==> src/rtl/clac_pkg.sv <==
package clac_pkg;
  localparam logic [7:0] BYTE_ESC   = 8'h0F;
  localparam logic [7:0] BYTE_GRP   = 8'h01;
  localparam logic [7:0] BYTE_FINAL = 8'hCA;
  localparam logic [7:0] BYTE_LOCK  = 8'hF0;
  localparam logic [7:0] BYTE_OPSZ  = 8'h66;
  localparam logic [7:0] BYTE_REPN  = 8'hF2;
  localparam logic [7:0] BYTE_REP   = 8'hF3;

  localparam logic [2:0] MODE_REAL   = 3'd0;
  localparam logic [2:0] MODE_PROT   = 3'd1;
  localparam logic [2:0] MODE_V86    = 3'd2;
  localparam logic [2:0] MODE_COMPAT = 3'd3;
  localparam logic [2:0] MODE_LONG   = 3'd4;

  typedef enum logic [1:0] {
    ST_IDLE,
    ST_GOT_ESC,
    ST_GOT_GRP
  } matchState_e;

  typedef struct packed {
    logic clearAc;
    logic fault;
  } ctrlStrobe_t;
endpackage

==> src/rtl/clac_ctrl.sv <==
module clac_ctrl
  import clac_pkg::*;
#(
  parameter int FEAT_WIDTH = 32,
  parameter int FEAT_BIT   = 20
) (
  input  logic                  clk,
  input  logic                  rstN,
  input  logic                  byteValid,
  input  logic [7:0]            byteData,
  input  logic [1:0]            cpl,
  input  logic [2:0]            mode,
  input  logic [FEAT_WIDTH-1:0] featureWord,
  output ctrlStrobe_t           strobe
);
  matchState_e stateQ, stateD;
  logic lockSeenQ, lockSeenD;
  logic mandSeenQ, mandSeenD;
  logic faultCond;

  assign faultCond = !featureWord[FEAT_BIT]
                   || (mode == MODE_V86)
                   || lockSeenQ
                   || ((mode != MODE_REAL) && (cpl != 2'd0));

  always_comb begin
    stateD    = stateQ;
    lockSeenD = lockSeenQ;
    mandSeenD = mandSeenQ;
    strobe    = '0;
    if (byteValid) begin
      unique case (stateQ)
        ST_IDLE: begin
          if (byteData == BYTE_LOCK) begin
            lockSeenD = 1'b1;
          end else if (byteData == BYTE_OPSZ || byteData == BYTE_REPN ||
                       byteData == BYTE_REP) begin
            mandSeenD = 1'b1;
          end else if (byteData == BYTE_ESC) begin
            stateD = ST_GOT_ESC;
          end else begin
            lockSeenD = 1'b0;
            mandSeenD = 1'b0;
          end
        end
        ST_GOT_ESC: begin
          if (byteData == BYTE_GRP) begin
            stateD = ST_GOT_GRP;
          end else begin
            stateD    = ST_IDLE;
            lockSeenD = 1'b0;
            mandSeenD = 1'b0;
          end
        end
        ST_GOT_GRP: begin
          stateD    = ST_IDLE;
          lockSeenD = 1'b0;
          mandSeenD = 1'b0;
          if (byteData == BYTE_FINAL && !mandSeenQ) begin
            strobe.fault   = faultCond;
            strobe.clearAc = !faultCond;
          end
        end
        default: begin
          stateD    = ST_IDLE;
          lockSeenD = 1'b0;
          mandSeenD = 1'b0;
        end
      endcase
    end
  end

  always_ff @(posedge clk) begin
    if (!rstN) begin
      stateQ    <= ST_IDLE;
      lockSeenQ <= 1'b0;
      mandSeenQ <= 1'b0;
    end else begin
      stateQ    <= stateD;
      lockSeenQ <= lockSeenD;
      mandSeenQ <= mandSeenD;
    end
  end
endmodule

==> src/rtl/clac_datapath.sv <==
module clac_datapath
  import clac_pkg::*;
#(
  parameter int               FLAG_WIDTH = 32,
  parameter int               AC_BIT     = 18,
  parameter logic [31:0]      RESET_VAL  = 32'h0000_0002
) (
  input  logic                  clk,
  input  logic                  rstN,
  input  ctrlStrobe_t           strobe,
  input  logic                  flagsLoad,
  input  logic [FLAG_WIDTH-1:0] flagsIn,
  output logic [FLAG_WIDTH-1:0] flagsQ,
  output logic                  commitQ,
  output logic                  faultQ
);
  localparam logic [FLAG_WIDTH-1:0] AC_MASK = FLAG_WIDTH'(1) << AC_BIT;

  logic [FLAG_WIDTH-1:0] flagsBase;
  logic [FLAG_WIDTH-1:0] flagsNext;

  always_comb begin
    flagsBase = flagsLoad ? flagsIn : flagsQ;
    flagsNext = strobe.clearAc ? (flagsBase & ~AC_MASK) : flagsBase;
  end

  always_ff @(posedge clk) begin
    if (!rstN) begin
      flagsQ  <= RESET_VAL[FLAG_WIDTH-1:0];
      commitQ <= 1'b0;
      faultQ  <= 1'b0;
    end else begin
      flagsQ  <= flagsNext;
      commitQ <= strobe.clearAc;
      faultQ  <= strobe.fault;
    end
  end
endmodule

==> src/rtl/clac_unit.sv <==
module clac_unit
  import clac_pkg::*;
#(
  parameter int          FLAG_WIDTH = 32,
  parameter int          AC_BIT     = 18,
  parameter logic [31:0] RESET_VAL  = 32'h0000_0002,
  parameter int          FEAT_WIDTH = 32,
  parameter int          FEAT_BIT   = 20
) (
  input  logic                  clk,
  input  logic                  rstN,
  input  logic                  byteValid,
  input  logic [7:0]            byteData,
  input  logic [1:0]            cpl,
  input  logic [2:0]            mode,
  input  logic [FEAT_WIDTH-1:0] featureWord,
  input  logic                  flagsLoad,
  input  logic [FLAG_WIDTH-1:0] flagsIn,
  output logic [FLAG_WIDTH-1:0] flags,
  output logic                  commitPulse,
  output logic                  faultPulse
);
  ctrlStrobe_t strobe;

  clac_ctrl #(
    .FEAT_WIDTH(FEAT_WIDTH),
    .FEAT_BIT  (FEAT_BIT)
  ) uCtrl (
    .clk        (clk),
    .rstN       (rstN),
    .byteValid  (byteValid),
    .byteData   (byteData),
    .cpl        (cpl),
    .mode       (mode),
    .featureWord(featureWord),
    .strobe     (strobe)
  );

  clac_datapath #(
    .FLAG_WIDTH(FLAG_WIDTH),
    .AC_BIT    (AC_BIT),
    .RESET_VAL (RESET_VAL)
  ) uData (
    .clk      (clk),
    .rstN     (rstN),
    .strobe   (strobe),
    .flagsLoad(flagsLoad),
    .flagsIn  (flagsIn),
    .flagsQ   (flags),
    .commitQ  (commitPulse),
    .faultQ   (faultPulse)
  );
endmodule

==> config.mk <==
export PLATFORM = sky130hd
export DESIGN_NAME = clac_unit
export DESIGN_NICKNAME = d
export VERILOG_FILES = /design/src/rtl/clac_pkg.sv /design/src/rtl/clac_ctrl.sv /design/src/rtl/clac_datapath.sv /design/src/rtl/clac_unit.sv
export SDC_FILE = /design/constraint.sdc
export NUM_CORES = 1
export LEC_CHECK = 0
export BUFFER_PORTS_ARGS = -buffer_cell sky130_fd_sc_hd__buf_2
export CAP_MARGIN = 5
export CORE_MARGIN = 2
export CORE_UTILIZATION = 42
export CTS_BUF_LIST = sky130_fd_sc_hd__clkbuf_8
export CTS_CLUSTER_SIZE = 10
export DETAILED_ROUTE_END_ITERATION = 6
export GPL_ROUTABILITY_DRIVEN = 1
export PLACE_DENSITY = 0.84
export RECOVER_POWER = 50
export SYNTH_ARGS = -nofsm -noshare
export SYNTH_HDL_FRONTEND = slang
export SYNTH_SLANG_ARGS = --single-unit
==> constraint.sdc <==
create_clock -name clk -period 1.8 [get_ports clk]
set_input_delay 0.36 -clock clk [delete_from_list [all_inputs] [get_ports clk]]
set_output_delay 0.36 -clock clk [all_outputs]
set_load 0.01 [all_outputs]
=== Yosys cells after proc, flatten, opt, wreduce, memory -nomap -nowiden ===
Index checks and enable logic that the tools add are counted.

* Register bits: 38
* Latch bits: 0
* Memory bits (writable): 0
* Bits in read-only memories: 0
* Bits of input ports: 81
* Output and inout bits: 34
* Memories kept: 0

* $add $sub $neg: 0
* Multiply operators: 0
* Divide/modulo/power cells: 0
* Order comparisons: 0
* Equal/unequal tests: 17
* Shift-type cells: 0
* Mux-type cells: 17
* Bitwise gates (word level): 1
* Reduce and logical (&&, ||, !) cells: 18

{| class="wikitable"
|+ Operators by type and width
! operator !! count
|-
| $eq 8x8->1 const B || 4
|-
| $mux 32 || 1
|-
| $reduce_and 4->1 || 4
|-
| $mux 2 || 7
|-
| $ne 3x2->1 const B || 3
|-
| $eq 8x1->1 const B || 1
|-
| $eq 8x4->1 const B || 1
|-
| $eq 8x7->1 const B || 1
|-
| $mux 1 || 6
|-
| $ne 2x2->1 const B || 3
|-
| $logic_or 1x1->1 || 5
|-
| $pmux 1 s2 || 2
|-
| $pmux 2 s2 || 1
|-
| $eq 3x2->1 const B || 1
|-
| $logic_not 1->1 || 3
|-
| $reduce_bool 3->1 || 1
|-
| $eq 2x1->1 const B || 1
|-
| $eq 2x2->1 const B || 1
|-
| $logic_and 1x1->1 || 2
|-
| $logic_not 2->1 || 1
|-
| $ne 2x1->1 const B || 1
|-
| $reduce_bool 2->1 || 1
|-
| $reduce_or 2->1 || 1
|-
| $not 1->1 || 1
|}

=== Depth between registers and ports, before layout ===
Gate-level depths: netlist of run 1.

* Depth in word-level cells: 9
* Mapped depth: 5
* Mapped depth without buffers: 5

=== Hierarchy ===
Synthesis of run 1 repeated with hierarchy kept, for this count alone.

* Cells, all modules: 151
* Area total of the unflattened synthesis: 1655.3 µm²

{| class="wikitable"
|+ Modules (own cells, without submodules)
! module !! times used !! cells each !! area an instance (µm²) !! seq. area each (µm²)
|-
| clac_datapath || 1 || 107 || 1282.5 || 680.7
|-
| clac_ctrl || 1 || 44 || 372.9 || 80.1
|}

=== Worst setup path before layout of run 1 ===
No wires, ideal clock.

* Kind: in2reg
* From: input port byteData[4]
* To: register uCtrl.lockSeenQ
* Setup time: 0.087 ns
* Arrival time: 1.567 ns
* Data required time: 1.713 ns
* Setup slack: 0.146 ns
* Stages: 5
* Buffers on the path: 0
* Path through: or4b_4 or3_4 o21ai_4 o211ai_1 o31ai_1

* Cells in the longest elaborated chain, start to end: 5
* Elaborated cells between the ends (all ways): 14
* Classes of those cells: eq/ne: 9; mux: 2; reduce/logical: 3

{| class="wikitable"
|+ Ends and longest elaborated chain
! element !! line !! RTL
|-
| start: declaration || clac_unit.sv:13 || <nowiki>input logic [7:0] byteData,</nowiki>
|-
| $eq 8x7->1 / $eq 8x8->1 (equally long branches) || clac_ctrl.sv:36 || <nowiki>end else if (byteData == BYTE_OPSZ || byteData == BYTE_REPN ||</nowiki>
|-
| $logic_or 1x1->1 (2 in a row) || clac_ctrl.sv:36 ||
|-
| $ne 3x2->1 (no line) || - ||
|-
| $reduce_and 4->1 (no line) || - ||
|-
| end signal: assignment || clac_ctrl.sv:80 || <nowiki>lockSeenQ <= lockSeenD;</nowiki>
|-
| end: declaration || clac_ctrl.sv:17 || <nowiki>logic lockSeenQ, lockSeenD;</nowiki>
|}

Several ways; a longest one is shown, not always the timed one.
A chain may end at the register's enable or synchronous reset.

=== Worst setup path after layout of run 1 ===
Ends and elaborated chain as after synthesis.

==> results of run 1 <==
==> Yosys cell counts <==
cell type	count
a21oi_1	2
and2_1	2
and3_1	1
and3b_1	1
and4b_1	2
buf_1	1
buf_2	2
clkbuf_1	4
clkbuf_4	1
dfxtp_1	38
inv_1	1
mux2i_1	31
nand2_1	5
nand2b_1	4
nand3_1	2
nor2_1	3
nor2b_1	31
nor3_1	2
nor4_1	1
nor4b_1	3
o211a_1	1
o211ai_1	3
o21a_1	1
o21ai_4	1
o22ai_1	2
o31ai_1	2
or3_4	1
or3b_1	1
or4b_4	1
==> power breakdown <==
group          internal (mW)  total, mW  switching [mW]
logic                  0.132      0.250           0.118
clock network          0.295      0.546           0.252
registers              0.884      0.903          0.0193
total                   1.31       1.70           0.389
==> cell families after synthesis <==
group           share of synthesized area
compound gates                     0.0591
buf+inv                            0.0252
flops                               0.479
mux                                 0.195
simple gates                        0.241
==> worst max-delay path, stage by stage <==
cell,delay [ns]
buf_2,0.11
or4b_4,0.54
or3_4,0.37
o21ai_4,0.19
o211ai_1,0.11
o31ai_1,0.09
==> final cells by class <==
cell class              count  area (sq um)
clock buffers               6          82.6
fillers                   341          1530
repair buffers             87           437
flip-flops and latches     38           761
well taps                  48          60.1
multi-input cells         103           787
inverters                   1          3.75
==> path summary, 6_finish.rpt <==
path                                       from               to  slack (ns)  cells after the start
worst max-delay path                byteData[4]  uCtrl.lockSeenQ        0.23                      6
worst min-delay path                 flagsIn[1]  uData.flagsQ[1]        0.30                      3
worst max register to register  uCtrl.stateQ[0]  uCtrl.lockSeenQ        0.46                      5
worst min register to register  uData.flagsQ[1]  uData.flagsQ[1]        0.47                      2
==> metal layers <==
layer / GRT usage / up-vias
met5: 0 / -
met4: 0.0391 / 0
met3: 0.0565 / 2
met2: 0.293 / 48
met1: 0.176 / 602
li1: - / 690
==> registers in the layout (all words and copies together), names as in the netlist <==
register,count
uData.flagsQ,32
uData.commitQ,1
uCtrl.lockSeenQ,1
uData.faultQ,1
uCtrl.mandSeenQ,1
uCtrl.stateQ,2
==> per-stage QoR <==
| stage | hold slack, ns | setup TNS (ns) | setup slack, ns | instances |
|---|---|---|---|---|
| 2_1_floorplan | 0.463 | 0 | 0.146 | 150 |
| 3_3_place_gp | 0.452 | -0.0521 | -0.0262 | 277 |
| 3_5_place_dp | 0.459 | -0.125 | -0.0677 | 277 |
| 4_1_cts | 0.289 | 0 | 0.224 | 283 |
| 5_1_grt | 0.304 | 0 | 0.0931 | 283 |
| 6_report | 0.297 | 0 | 0.226 | 283 |
==> impl_metrics.env, run 1 <==
export IMPL_crit_path_end_kind="register"
export IMPL_slew_headroom=0.315
export IMPL_critical_path_required_ns=1.99
export IMPL_worstMarginPinSlew_ns=1.03
export IMPL_drive_gt1_frac=0.387
export IMPL_wl_met2_mm=1.65
export IMPL_overflow=0
export IMPL_ir_worst_vdd_v=0.000532
export IMPL_top_layer="met4"
export IMPL_synthDistinctLibCells=29
export IMPL_power_total_mw=1.70
export IMPL_final_common_cell="buf_2"
export IMPL_fp_row_count=22
export IMPL_nets=317
export IMPL_leakagePower_nw=1.05
export IMPL_drc_errors=0
export IMPL_ant_nets=0
export IMPL_grt_pass1_vias=1258
export IMPL_hold_viol=0
export IMPL_maxSlewViolCount=0
export IMPL_cts_tree="done"
export IMPL_ys_seq_area_frac=0.479
export IMPL_hold_path_class="in2reg"
export IMPL_yosysTopAreaCellShare=0.479
export IMPL_portBuffers=83
export IMPL_first_pass_iters=2
export IMPL_utilization=0.582
export IMPL_grt_max_degree=34
export IMPL_grt_pass1_wl_mm=5.33
export IMPL_h_tree_depth=2
export IMPL_fmax_ghz=0.635
export IMPL_critical_path_class="in2reg"
export IMPL_netlist_area_sq_um=1590
export IMPL_cts_buffers=5
export IMPL_routabilityCongestion=0.771
export IMPL_finalCriticalPeriod_ns=1.57
export IMPL_finalSetupViolCount=0
export IMPL_clk_latency_ns=0.27
export IMPL_fp_dieW_um=65.5
export IMPL_arrival_ns=1.77
export IMPL_diodes=0
export IMPL_mostFrequentLayoutCells="buf_2, dfxtp_1, mux2i_1, nor2b_1, clkbuf_8"
export IMPL_post_drt_wl_per_cell_um=11.6
export IMPL_ys_ff_latch=38
export IMPL_timing_final_crit_share=0.874
export IMPL_wl_met1_mm=1.37
export IMPL_syn2layout_area_growth_pct=34.2
export IMPL_antenna_found_initial=0
export IMPL_place_area_sq_um=2070
export IMPL_met3RoutedLength_um=246
export IMPL_die_h_um=65.5
export IMPL_synthTopCellsByArea="dfxtp_1, mux2i_1, nor2b_1"
export IMPL_ctsHoldBuffers=0
export IMPL_rsz0062_at_grt="no"
export IMPL_cp_max_fo=4
export IMPL_core_area_sq_um=3660
export IMPL_start_util=0.434
export IMPL_powerDensity_nw_per_um2=798
export IMPL_final_area_sq_um=2130
export IMPL_post_synth_top_area_cell="dfxtp_1"
export IMPL_status="finished clean"
export IMPL_drtIter0Drc=47
export IMPL_cap_violations=0
export IMPL_start_kind="input port"
export IMPL_syn_nets=231
export IMPL_vias=1342
export IMPL_path_clk_slew_ns=0.07
export IMPL_post_cts_resized=0
export IMPL_grt_usage=0.160
export IMPL_routed_wl_mm=3.28
export IMPL_io_pins=115
export IMPL_hpwl_mm=2.54
export IMPL_yosys_warnings=0
export IMPL_cts_root_buf="clkbuf_8"
export IMPL_clockBufferDepth=2
export IMPL_synthCells=150
export IMPL_post_cts_buffers=0
export IMPL_cts_sinks=38
export IMPL_avgSynthCellArea_sq_um=10.6
export IMPL_fin_skew_ns=0.00218
export IMPL_die_area_sq_um=4290
export IMPL_viasPerCell=4.74
Power figures use the tool's default switching activity.
==> run 2, diff against run 1 <==
ABC_AREA = 1   (was not set)
PLACE_DENSITY = 0.85   (was 0.84)
==> run 2 against run 1 <==
  * Synthesized area down 0.16%
  * Final cell count up 26%
  * Maximum frequency up 22%
  * Wire length up 13%
  * Count of clock-buffer cells in the layout unchanged
  * Combinational power up 6%
  * Sequential power up 2%
  * Synthesized cell count up 51%
  * Largest cell class is now registers
  * Largest power group unchanged
  * Via count up 26%
  * First-iteration DRC count up 70%
==> impl_metrics.env, run 2 <==
export IMPL_post_cts_buffers=0
export IMPL_cts_buffers=5
export IMPL_reg2reg_depth=4
export IMPL_powerDensity_nw_per_um2=890
export IMPL_grt_pass1_vias=1556
export IMPL_hpwl_mm=2.75
export IMPL_ir_worst_vdd_v=0.000761
export IMPL_die_area_sq_um=4280
export IMPL_critical_path_class="in2reg"
export IMPL_grt_max_degree=37
export IMPL_die_h_um=65.4
export IMPL_avgSynthCellArea_sq_um=6.98
export IMPL_syn_nets=308
export IMPL_viasPerCell=4.74
export IMPL_synth_edf_count=0
export IMPL_h_tree_depth=2
export IMPL_io_pins=115
export IMPL_r2r_end="uData.flagsQ[18]"
export IMPL_worstMarginPinSlew_ns=0.956
export IMPL_ctsHoldBuffers=0
export IMPL_min_to="uData.flagsQ[1]"
export IMPL_drive_gt1_frac=0.311
export IMPL_grt_usage=0.187
export IMPL_drtIter0Drc=80
export IMPL_crit_path_end_kind="register"
export IMPL_top_layer="met4"
export IMPL_synthTopCellsByCount="nor2_1, dfxtp_1, nand2_1"
export IMPL_async_flop_share=0
export IMPL_routabilityCongestion=0.866
export IMPL_setup_tns_final_ns=0
export IMPL_wl_met2_mm=1.71
export IMPL_leakagePower_nw=1.10
export IMPL_dp_slack_ns=0.487
export IMPL_drc_errors=0
export IMPL_synthDistinctLibCells=25
export IMPL_cts_tree="done"
export IMPL_cap_violations=0
export IMPL_post_drt_wl_per_cell_um=10.4
export IMPL_status="finished clean"
export IMPL_cp_max_fo=32
export IMPL_fin_ws_ns=0.507
export IMPL_reg2reg_from="uCtrl.stateQ[0]"
export IMPL_wl_met1_mm=1.64
export IMPL_portBuffers=83
export IMPL_yosys_warnings=0
export IMPL_path_clk_slew_ns=0.07
export IMPL_whs_path_depth=3
export IMPL_met3RoutedLength_um=327
export IMPL_yosysTopAreaCellShare=0.480
export IMPL_slew_headroom=0.362
export IMPL_fp_dieW_um=65.4
export IMPL_grt_pass1_wl_mm=6.27
export IMPL_post_cts_resized=0
export IMPL_arrival_ns=1.51
export IMPL_finalCriticalPeriod_ns=1.29
export IMPL_routed_wl_mm=3.72
export IMPL_synthCells=227
export IMPL_utilization=0.587
export IMPL_vias=1691
export IMPL_regMostFlops="uData.flagsQ"
export IMPL_ant_nets=0
export IMPL_ys_ff_latch=38
export IMPL_finalSetupViolCount=0
export IMPL_post_synth_top_area_cell="dfxtp_1"
export IMPL_start_kind="input port"
export IMPL_netlist_area_sq_um=1590
export IMPL_first_pass_iters=4
export IMPL_diodes=0
export IMPL_fp_row_count=22
export IMPL_final_common_cell="nor2_1"
export IMPL_cts_root_buf="clkbuf_8"
export IMPL_fmax_ghz=0.774
export IMPL_overflow=0
export IMPL_maxSlewViolCount=0
export IMPL_start_util=0.436
export IMPL_fin_skew_ns=0.00503
export IMPL_ys_seq_area_frac=0.480
export IMPL_synthTopCellsByArea="dfxtp_1, nor2_1, o21ai_0"
export IMPL_hp_start="flagsIn[1]"
export IMPL_timing_final_crit_share=0.718
export IMPL_cts_sinks=38
export IMPL_largest_reg_flops=32
export IMPL_antenna_found_initial=0
export IMPL_nets=390
export IMPL_core_area_sq_um=3630
export IMPL_hold_path_class="in2reg"
export IMPL_synth_ff_type="dfxtp_1"
export IMPL_clockBufferDepth=2
export IMPL_reg2reg_setup_slack_ns=0.62
export IMPL_rsz0062_at_grt="no"
export IMPL_yosysMostFrequentCell="nor2_1"
export IMPL_hold_viol=0
export IMPL_reg_top3="uData.flagsQ x32, uCtrl.stateQ x2"
export IMPL_syn2layout_area_growth_pct=34.6
export IMPL_critical_path_required_ns=2.02
export IMPL_mostFrequentLayoutCells="nor2_1, buf_2, dfxtp_1, nand2_1, o21ai_0"
export IMPL_clk_latency_ns=0.28
## run 2: changes by cell type after synthesis, moves of 4 or more
cell,before,now
nor2_1,3,80
mux2i_1,31,0
nor2b_1,31,0
o21ai_0,0,21
nand2_1,5,24
inv_1,1,14
o21ai_1,0,9
nand3_1,2,8
clkbuf_1,4,8
nand2b_1,4,0
## run 2: layout make-up
cell class	instances	area (sq um)
Clock buffer	6	82.6
Clock inverter	1	30.0
Fill cell	370	1500
Inverter	18	67.6
Multi-Input combinational cell	161	708
Sequential cell	38	761
Tap cell	48	60.1
Timing Repair Buffer	85	425
## run 2: stage by stage
stage	hold WS [ns]	area (sq um)	total power, mW	cells
floorplan	0.453	1590	1.08	227
detailed placement	0.443	2030	1.21	350
global placement	0.436	2030	1.20	350
CTS	0.277	2140	1.92	357
finish	0.285	2130	1.90	357
global route	0.288	2130	2.00	357
## run 2: routing by layer
layer | global-route usage | up-vias
li1 | - | 874
met1 | 0.216 | 744
met2 | 0.327 | 69
met3 | 0.0599 | 4
met4 | 0.0625 | 0
met5 | 0 | -
## run 2: worst max-delay path: stages
cell and delay (ns):
buf_2 0.16, inv_1 0.71, o211ai_1 0.15, nor2_1 0.12
## run 2: kinds of logic (layout without fill, tap and decap cells)
logic type             count (synthesis)  after routing  share of synthesized area
and+or+nand+nor                      126            126                      0.334
DFF                                   38             38                      0.480
buffers and inverters                 28            110                     0.0718
AOI/OAI and AO/OA                     35             35                      0.114
## run 2: where the power goes
part           switching, mW  internal, mW
sequential            0.0246         0.894
combinational          0.149         0.117
clock                  0.272         0.443
total                  0.445          1.45
## run 2: how the worst max path moves through the flow
stage	from	to	slack [ns]	cells past startpoint
final	flagsLoad	uData.flagsQ[18]	0.51	4
after CTS	uCtrl.stateQ[0]	uData.flagsQ[18]	0.59	4
after detailed placement	byteData[2]	uData.flagsQ[18]	0.49	5
after floorplan	byteData[4]	uCtrl.mandSeenQ	0.76	6
after global routing	flagsLoad	uData.flagsQ[18]	0.31	4
after global placement	byteData[7]	uData.flagsQ[18]	0.48	6
==> run 3, diff against run 2 <==
clock period = 1.25 ns   (was 1.8 ns; I/O delays follow)
==> run 3 against run 2 <==
  * Power increased by 56%
  * Global-route usage fell by 0.25 points
  * Critical path depth rose by 4
  * Critical path type is now reg2reg
  * Highest routed layer unchanged
  * Non-clock buffer count up 3
  * Die area unchanged
  * Clock power is 76% higher
  * Sequential cell count unchanged
==> impl_metrics.env, run 3 (synthesis results as in run 2) <==
export IMPL_status="finished clean"
export IMPL_final_common_cell="nor2_1"
export IMPL_layout_cells_non_filler=361
export IMPL_core_area_sq_um=3630
export IMPL_cts_root_buf="clkbuf_8"
export IMPL_grt_pass1_wl_mm=6.27
export IMPL_reg_top3="uData.flagsQ x32, uCtrl.stateQ x2"
export IMPL_post_drt_wl_per_cell_um=10.3
export IMPL_crit_path_end_kind="register"
export IMPL_routed_wl_mm=3.71
export IMPL_grt_max_degree=28
export IMPL_cts_buffers=5
export IMPL_portBuffers=83
export IMPL_ir_worst_vdd_v=0.000906
export IMPL_h_tree_depth=2
export IMPL_diodes=0
export IMPL_start_util=0.436
export IMPL_drc_errors=0
export IMPL_mostFrequentLayoutCells="nor2_1, buf_2, dfxtp_1, nand2_1, o21ai_0"
export IMPL_start_kind="register"
export IMPL_cp_max_fo=5
export IMPL_grt_pass1_vias=1534
export IMPL_cts_tree="done"
export IMPL_fin_skew_ns=0.000539
export IMPL_place_area_sq_um=2060
export IMPL_io_pins=115
export IMPL_drtIter0Drc=67
export IMPL_overflow=0
export IMPL_routabilityCongestion=0.897
export IMPL_hold_path_class="in2reg"
export IMPL_final_fill_count=355
export IMPL_setup_tns_final_ns=0
export IMPL_timing_final_crit_share=0.877
export IMPL_path_clk_slew_ns=0.07
export IMPL_arrival_ns=1.28
export IMPL_nets=393
export IMPL_fp_row_count=22
export IMPL_viasPerCell=4.64
export IMPL_syn2layout_area_growth_pct=38.2
export IMPL_largest_reg_flops=32
export IMPL_worstMarginPinSlew_ns=0.433
export IMPL_drive_gt1_frac=0.319
export IMPL_cap_violations=0
export IMPL_holdWs_ns=0.172
export IMPL_critical_path_required_ns=1.43
export IMPL_die_h_um=65.4
export IMPL_antenna_found_initial=0
export IMPL_leakagePower_nw=1.12
export IMPL_first_pass_iters=4
export IMPL_regArea_sq_um=762
export IMPL_grt_usage=0.185
export IMPL_fp_dieW_um=65.4
export IMPL_critical_path_class="reg2reg"
export IMPL_placed_cells=353
export IMPL_hold_viol=0
export IMPL_post_cts_resized=0
export IMPL_ctsHoldBuffers=0
export IMPL_clk_latency_ns=0.28
export IMPL_final_area_sq_um=2190
export IMPL_hpwl_mm=2.80
export IMPL_finalCriticalPeriod_ns=1.10
export IMPL_vias=1674
export IMPL_ant_nets=0
export IMPL_regMostFlops="uData.flagsQ"
export IMPL_cts_sinks=38
export IMPL_rsz0062_at_grt="no"
export IMPL_finalSetupViolCount=0
export IMPL_maxSlewViolCount=0
export IMPL_clockBufferDepth=2
export IMPL_powerDensity_nw_per_um2=1360
export IMPL_fmax_ghz=0.912
export IMPL_multi_input_area_sq_um=717
export IMPL_slew_headroom=0.709
export IMPL_post_cts_buffers=0
export IMPL_die_area_sq_um=4280
run 3: layout make-up:
class                   instances  share of cell area
inverters                      18              0.0308
well taps                      48              0.0274
clock inverters                 2              0.0274
multi-input cells             161               0.327
repair buffers                 88               0.202
flip-flops and latches         38               0.348
clock buffers                   6              0.0377
run 3: where the power goes:
group          internal [mW]  switching (mW)  leakage (nW)
registers               1.29          0.0361         0.316
clock network          0.851           0.409        0.0714
logic                  0.171           0.217         0.737
run 3: stage by stage:
step                setup WS, ns   util  total power [mW]
CTS                       0.0394  0.607              3.01
floorplan                  0.241      -              1.55
detailed placement        0.0600  0.568              1.75
finish                     0.154  0.603              2.97
global placement          0.0468  0.568              1.74
global route              0.0128  0.603              3.11
run 3: worst paths after layout:
path | slack (ns) | end | depth (start not counted) | from
max | 0.15 | uCtrl.lockSeenQ | 8 | uCtrl.stateQ[1]
max reg2reg | 0.15 | uCtrl.lockSeenQ | 8 | uCtrl.stateQ[1]
min | 0.17 | uData.flagsQ[1] | 3 | flagsIn[1]
min reg2reg | 0.46 | uData.flagsQ[1] | 2 | uData.flagsQ[1]
run 3: worst max-delay path, stage by stage (launching register included):
cell	delay [ns]
dfxtp_1	0.36
nor2_2	0.17
nand2_1	0.11
nor2_4	0.12
inv_1	0.05
nand3_1	0.07
nand2_1	0.05
clkinv_1	0.05
nor2_2	0.03
run 3: metal layers:
layer	share of wire	wire [um]	GRT usage
met1	0.46	1720	0.225
met5	0	0	0
met4	0.0097	36	0.0781
met2	0.46	1710	0.311
met3	0.065	240	0.0428
